--- src/rtl/xct_pkg.sv ---
package xct_pkg;
  localparam int FLAG_N      = 2;
  localparam int DONE_BIT    = 0;
  localparam int WRAP_BIT    = 1;
  localparam int CLR_CNT_BIT = 0;

  typedef struct packed {
    logic wrap;
    logic done;
  } xct_flags_t;
endpackage

--- src/rtl/xct_down_counter.sv ---
module xct_down_counter #(
  parameter int W    = 24,
  parameter int BW   = 8,
  parameter int AW   = 4,
  parameter int BASE = 0
) (
  input  logic          clk,
  input  logic          rst,
  input  logic          wr_en,
  input  logic [AW-1:0] wr_addr,
  input  logic [BW-1:0] wr_data,
  input  logic          clr_cmd,
  input  logic          step,
  output logic [W-1:0]  cnt_q,
  output logic          zero_evt,
  output logic          wrap_evt
);
  localparam int NB = W / BW;

  logic [NB-1:0] lane_hit;
  logic [W-1:0]  lane_val;
  logic [W-1:0]  nxt;
  logic          loaded;

  genvar g;
  generate
    for (g = 0; g < NB; g++) begin : g_lane
      assign lane_hit[g] = wr_en && (wr_addr == AW'(BASE + g));
      assign lane_val[g*BW +: BW] = lane_hit[g] ? wr_data : cnt_q[g*BW +: BW];
    end
  endgenerate

  always_comb begin
    loaded   = 1'b0;
    wrap_evt = 1'b0;
    nxt      = cnt_q;
    if (clr_cmd) begin
      nxt    = '0;
      loaded = 1'b1;
    end else if (|lane_hit) begin
      nxt    = lane_val;
      loaded = 1'b1;
    end else if (step) begin
      nxt      = cnt_q - 1'b1;
      wrap_evt = (cnt_q == '0);
    end
    zero_evt = (loaded || step) && (nxt == '0);
  end

  always_ff @(posedge clk) begin
    if (rst) cnt_q <= '0;
    else     cnt_q <= nxt;
  end
endmodule

--- src/rtl/xct_up_counter.sv ---
module xct_up_counter #(
  parameter int W    = 32,
  parameter int BW   = 8,
  parameter int AW   = 4,
  parameter int BASE = 3
) (
  input  logic          clk,
  input  logic          rst,
  input  logic          wr_en,
  input  logic [AW-1:0] wr_addr,
  input  logic [BW-1:0] wr_data,
  input  logic          step,
  output logic [W-1:0]  val_q
);
  localparam int NB = W / BW;

  logic [NB-1:0] lane_hit;
  logic [W-1:0]  lane_val;
  logic [W-1:0]  nxt;

  genvar g;
  generate
    for (g = 0; g < NB; g++) begin : g_lane
      assign lane_hit[g] = wr_en && (wr_addr == AW'(BASE + g));
      assign lane_val[g*BW +: BW] = lane_hit[g] ? wr_data : val_q[g*BW +: BW];
    end
  endgenerate

  always_comb begin
    if (|lane_hit) nxt = lane_val;
    else if (step) nxt = val_q + 1'b1;
    else           nxt = val_q;
  end

  always_ff @(posedge clk) begin
    if (rst) val_q <= '0;
    else     val_q <= nxt;
  end
endmodule

--- src/rtl/xct_flags.sv ---
module xct_flags
  import xct_pkg::*;
(
  input  logic              clk,
  input  logic              rst,
  input  logic              set_done,
  input  logic              set_wrap,
  input  logic              clr_wr,
  input  logic              en_wr,
  input  logic [FLAG_N-1:0] wr_bits,
  output xct_flags_t        flags_q,
  output logic              irq_q
);
  xct_flags_t        flags_nxt;
  logic [FLAG_N-1:0] en_q;
  logic [FLAG_N-1:0] en_nxt;
  logic [FLAG_N-1:0] clr_mask;
  logic [FLAG_N-1:0] set_mask;

  always_comb begin
    clr_mask           = clr_wr ? wr_bits : '0;
    set_mask           = '0;
    set_mask[DONE_BIT] = set_done;
    set_mask[WRAP_BIT] = set_wrap;
    flags_nxt          = xct_flags_t'((flags_q & ~clr_mask) | set_mask);
    en_nxt             = en_wr ? wr_bits : en_q;
  end

  always_ff @(posedge clk) begin
    if (rst) begin
      flags_q <= '0;
      en_q    <= '0;
      irq_q   <= 1'b0;
    end else begin
      flags_q <= flags_nxt;
      en_q    <= en_nxt;
      irq_q   <= |(flags_nxt & en_nxt);
    end
  end
endmodule

--- src/rtl/xfer_count_tracker.sv ---
module xfer_count_tracker
  import xct_pkg::*;
#(
  parameter int CNT_W  = 24,
  parameter int ADR_W  = 32,
  parameter int BUS_W  = 8,
  parameter int RA_W   = 4
) (
  input  logic             clk,
  input  logic             rst,
  input  logic             wr_en,
  input  logic [RA_W-1:0]  wr_addr,
  input  logic [BUS_W-1:0] wr_data,
  input  logic             byte_ok,
  output logic [CNT_W-1:0] xfer_cnt,
  output logic [ADR_W-1:0] xfer_addr,
  output logic             done_flag,
  output logic             wrap_flag,
  output logic             irq
);
  localparam int CNT_NB    = CNT_W / BUS_W;
  localparam int ADR_NB    = ADR_W / BUS_W;
  localparam int CNT_BASE  = 0;
  localparam int ADR_BASE  = CNT_NB;
  localparam int CTRL_ADDR = ADR_BASE + ADR_NB;
  localparam int W1C_ADDR  = CTRL_ADDR + 1;
  localparam int EN_ADDR   = CTRL_ADDR + 2;

  logic       load_hit;
  logic       step;
  logic       clr_cmd;
  logic       zero_evt;
  logic       wrap_evt;
  xct_flags_t flags;

  assign load_hit = wr_en && (wr_addr <= RA_W'(CTRL_ADDR));
  assign step     = byte_ok && !load_hit;
  assign clr_cmd  = wr_en && (wr_addr == RA_W'(CTRL_ADDR)) && wr_data[CLR_CNT_BIT];

  xct_down_counter #(
    .W(CNT_W), .BW(BUS_W), .AW(RA_W), .BASE(CNT_BASE)
  ) u_cnt (
    .clk(clk), .rst(rst), .wr_en(wr_en), .wr_addr(wr_addr), .wr_data(wr_data),
    .clr_cmd(clr_cmd), .step(step), .cnt_q(xfer_cnt),
    .zero_evt(zero_evt), .wrap_evt(wrap_evt)
  );

  xct_up_counter #(
    .W(ADR_W), .BW(BUS_W), .AW(RA_W), .BASE(ADR_BASE)
  ) u_adr (
    .clk(clk), .rst(rst), .wr_en(wr_en), .wr_addr(wr_addr), .wr_data(wr_data),
    .step(step), .val_q(xfer_addr)
  );

  xct_flags u_flags (
    .clk(clk), .rst(rst),
    .set_done(zero_evt), .set_wrap(wrap_evt),
    .clr_wr(wr_en && (wr_addr == RA_W'(W1C_ADDR))),
    .en_wr(wr_en && (wr_addr == RA_W'(EN_ADDR))),
    .wr_bits(wr_data[FLAG_N-1:0]),
    .flags_q(flags), .irq_q(irq)
  );

  assign done_flag = flags.done;
  assign wrap_flag = flags.wrap;
endmodule

--- config.mk ---
export PLATFORM = sky130hd
export DESIGN_NAME = xfer_count_tracker
export DESIGN_NICKNAME = d
export VERILOG_FILES = /design/src/rtl/xct_pkg.sv /design/src/rtl/xct_down_counter.sv /design/src/rtl/xct_up_counter.sv /design/src/rtl/xct_flags.sv /design/src/rtl/xfer_count_tracker.sv
export SDC_FILE = /design/constraint.sdc
export NUM_CORES = 1
export LEC_CHECK = 0
export ABC_CLOCK_PERIOD_IN_PS = 3500
export BUFFER_PORTS_ARGS = -buffer_cell sky130_fd_sc_hd__buf_2
export CORE_UTILIZATION = 55
export CTS_CLUSTER_SIZE = 40
export DETAILED_ROUTE_END_ITERATION = 16
export GPL_TIMING_DRIVEN = 0
export PLACE_DENSITY_LB_ADDON = 0.05
export SLEW_MARGIN = 5
export SYNTH_ARGS = -nofsm -noshare
export SYNTH_HDL_FRONTEND = slang
export SYNTH_SLANG_ARGS = --single-unit
export TNS_END_PERCENT = 30
--- constraint.sdc ---
create_clock -name clk -period 3.5 [get_ports clk]
set_input_delay 0.175 -clock clk [delete_from_list [all_inputs] [get_ports clk]]
set_output_delay 0.175 -clock clk [all_outputs]
set_load 0.1 [all_outputs]
==> impl_metrics.py <==
metrics = {
    "timing": {
        "finalCritPeriodShare_pct": 88.9,
        "period_minus_slack_ps": 3110,
        "slew_viol_final": 0,
        "slew_headroom_pct": 44.6,
        "finalSetupViolCount": 0,
        "skew_ps": 10.1,
        "fmax_mhz": 321,
        "tightest_slew_ps": 820,
        "hold_violations": 0,
        "fin_tns_setup_ps": 0,
        "rsz0062_at_grt": "no",
    },
    "yosys": {
        "synth_fp_nets": 546,
        "synth_warnings": 0,
        "ys_ff_latch": 61,
        "synth_edf_count": 0,
        "synthFlopType": "dfxtp_1",
        "synthCells": 528,
        "yosysUniqueCellTypes": 68,
        "synthTopCellsByArea": "dfxtp_1 32%, nor2_1 6.2%, nand2_1 5.5%",
        "syn_avg_cell_area_um2": 7.33,
        "yosysTopAreaCellShare_pct": 31.6,
        "synth_area_leader_cell": "dfxtp_1",
        "seq_area_frac_synth_pct": 31.6,
        "async_flop_share_pct": 0,
        "netlist_area_mm2": 0.00387,
    },
    "worst_hold_path": {
        "min_path_cells": 2,
        "holdCritPathClass": "in2reg",
        "hold_end": "u_flags.en_q[0]",
        "hp-start": "rst",
    },
    "clocking": {
        "path_clk_slew_ps": 70,
        "clock_latency_ps": 340,
        "cts.path.max_buffers": 2,
        "post_cts_buffers": 0,
        "cts_hold_buf": 0,
        "cts.repair.resized": 0,
        "clockRootBuffer": "clkbuf_8",
        "clock_sinks": 61,
        "htree_levels": 3,
        "cts_tree": "done",
        "cts_buffers": 9,
    },
    "setup_path": {
        "critPathRequiredTime_ps": 3760,
        "critPathArrivalTime_ps": 3370,
        "r2r_cells": 11,
        "reg2reg_to": "u_flags.flags_q[0]",
        "reg2reg_slack_ps": 390,
        "critPathLaunchType": "flop",
        "crit_type": "reg2reg",
        "cp_max_fo": 10,
        "endpoint_kind": "flop",
        "r2r_start": "u_cnt.cnt_q[0]",
    },
    "floorplanning": {
        "core_mm2": 0.00679,
        "dieArea_mm2": 0.00738,
        "start_util_pct": 57.0,
        "die_w_um": 85.9,
        "io-pin-count": 75,
        "die_y_um": 85.9,
        "rows": 30,
    },
    "layout": {
        "syn2layout_area_growth_pct": 18.2,
        "layout-drive-gt1-share_pct": 17.2,
        "antenna_cells": 0,
        "stdcell_area_mm2": 0.00458,
        "layout.nets": 629,
        "nFillCells": 611,
        "finish.utilization_pct": 67.3,
    },
    "pwr": {
        "ir_drop_mv": 0.313,
        "p_leak_nw": 1.77,
        "power-per-cell-area_mw_per_mm2": 536,
    },
    "grt": {
        "grt-ovfl-total": 0,
        "antenna_found_initial": 0,
        "grt_use_total_pct": 37.2,
        "grt_pass1_wl_um": 21300,
        "first_global_vias": 4433,
        "grt_max_degree": 11,
    },
    "routing": {
        "antenna_left": 0,
        "dr.first_iter.drc_count": 500,
        "first_pass_iters": 8,
        "viasPerCell": 6.67,
        "vias": 4750,
        "wl_per_cell_um": 19.0,
        "drc": 0,
        "routed_wl_um": 13500,
    },
    "flow_run": {
        "drv_cap": 0,
    },
    "placed_design": {
        "gp_congestion": 1.02,
        "place_area_mm2": 0.00435,
        "port_buffers": 72,
        "hpwlAfterDp_um": 9730,
    },
    "outcome": {
        "outcome": "finished clean",
    },
}
## cells in the mapped netlist, drive strengths merged, types with 3 or more instances
master  number
nor2        66
dfxtp       61
nand2       57
o21ai       39
a21oi       30
clkbuf      28
nand3       20
a22oi       19
nor3        16
a211oi      15
and3        13
a31oi       12
nand4       12
nor2b       12
inv         11
o22ai       10
o31ai       10
nand2b       8
nor4         8
and2         5
buf          5
or3          5
or2          4
or4          4
xnor2        4
a221oi       3
a22o         3
a311oi       3
a31o         3
nand3b       3
o32ai        3
## flip-flops by register name (all words and copies together) (netlist names)
name / count
u_flags.en_q: 2
u_cnt.cnt_q: 24
u_adr.val_q: 32
u_flags.flags_q: 2
u_flags.irq_q: 1
## routing by layer
layer	GRT usage, %	vias to the layer above	wire length [um]
li1	-	2156	-
met1	43.8	2198	5170
met2	61.8	319	6230
met3	6.83	77	1320
met4	24.5	0	773
met5	0	-	0
## through the flow
step / total power, mW / hold slack (ps) / instances / worst slack, ps
finish: 2.45 / 117 / 712 / 389
global route: 2.54 / 103 / 712 / 309
CTS: 2.44 / 91.7 / 712 / 481
detailed placement: 1.72 / 457 / 696 / 557
global placement: 1.71 / 461 / 696 / 589
floorplan: 1.53 / 268 / 528 / 283
## cell usage in the layout (no fill, tap or decap), types with 12 or more instances in the layout
| cell | synthesis | layout |
|---|---|---|
| nor2b_1 | 12 | 12 |
| a31oi_1 | 12 | 12 |
| clkbuf_1 | 28 | 29 |
| buf_2 | 3 | 75 |
| nand3_1 | 20 | 20 |
| nor2_1 | 64 | 64 |
| dfxtp_1 | 61 | 61 |
| o21ai_0 | 35 | 35 |
| a21oi_1 | 30 | 30 |
| and3_1 | 13 | 13 |
| a211oi_1 | 15 | 15 |
| nand2_1 | 57 | 57 |
| nor3_1 | 14 | 14 |
| nand4_1 | 12 | 12 |
| a22oi_1 | 19 | 19 |
## power by group
| group | internal [mW] | switching (mW) |
|---|---|---|
| registers | 0.741 | 0.0586 |
| logic | 0.236 | 0.693 |
| clock network | 0.438 | 0.288 |
| total | 1.41 | 1.04 |
## worst max-delay path, cell delays in order, from the launching register on
cell and delay [ps]:
dfxtp_1 380, inv_1 100, ha_1 220, nor2b_1 150, and3_1 250, clkbuf_1 280
a22oi_1 330, nand2_1 100, or4b_1 540, nor4_1 330, nand4_1 180, o22ai_1 180
## layout make-up
type / count / area, um^2 / share of cell area, %
multi-input cells: 423 / 2470 / 54.0
flip-flops and latches: 61 / 1220 / 26.7
inverters: 11 / 41.3 / 0.902
well taps: 96 / 120 / 2.63
plain buffers: 33 / 139 / 3.04
clock buffers: 12 / 155 / 3.39
repair buffers: 72 / 360 / 7.88
clock inverters: 4 / 70.1 / 1.53
## worst max-delay path by stage
stage / end / from / slack (ps)
6_report: u_flags.flags_q[0] / u_cnt.cnt_q[0] / 390
5_1_grt: u_flags.flags_q[0] / u_cnt.cnt_q[0] / 310
4_1_cts: u_flags.flags_q[0] / u_cnt.cnt_q[0] / 480
3_5_place_dp: u_flags.flags_q[0] / u_cnt.cnt_q[0] / 560
3_3_place_gp: u_flags.irq_q / u_cnt.cnt_q[9] / 590
2_1_floorplan: u_flags.irq_q / u_cnt.cnt_q[0] / 280
## kinds of logic (layout without fill, tap and decap cells)
family / Yosys count / after routing / synth area share (%)
and+or+nand+nor: 242 / 242 / 31.9
AOI/OAI and AO/OA: 172 / 172 / 29.6
DFF: 61 / 61 / 31.6
buffers and inverters: 44 / 132 / 4.66
xor gates and xnor gates: 6 / 6 / 1.36
adders and majority gates: 2 / 2 / 0.647
muxes: 1 / 1 / 0.259
No activity file was read; power rests on OpenSTA's default activity.
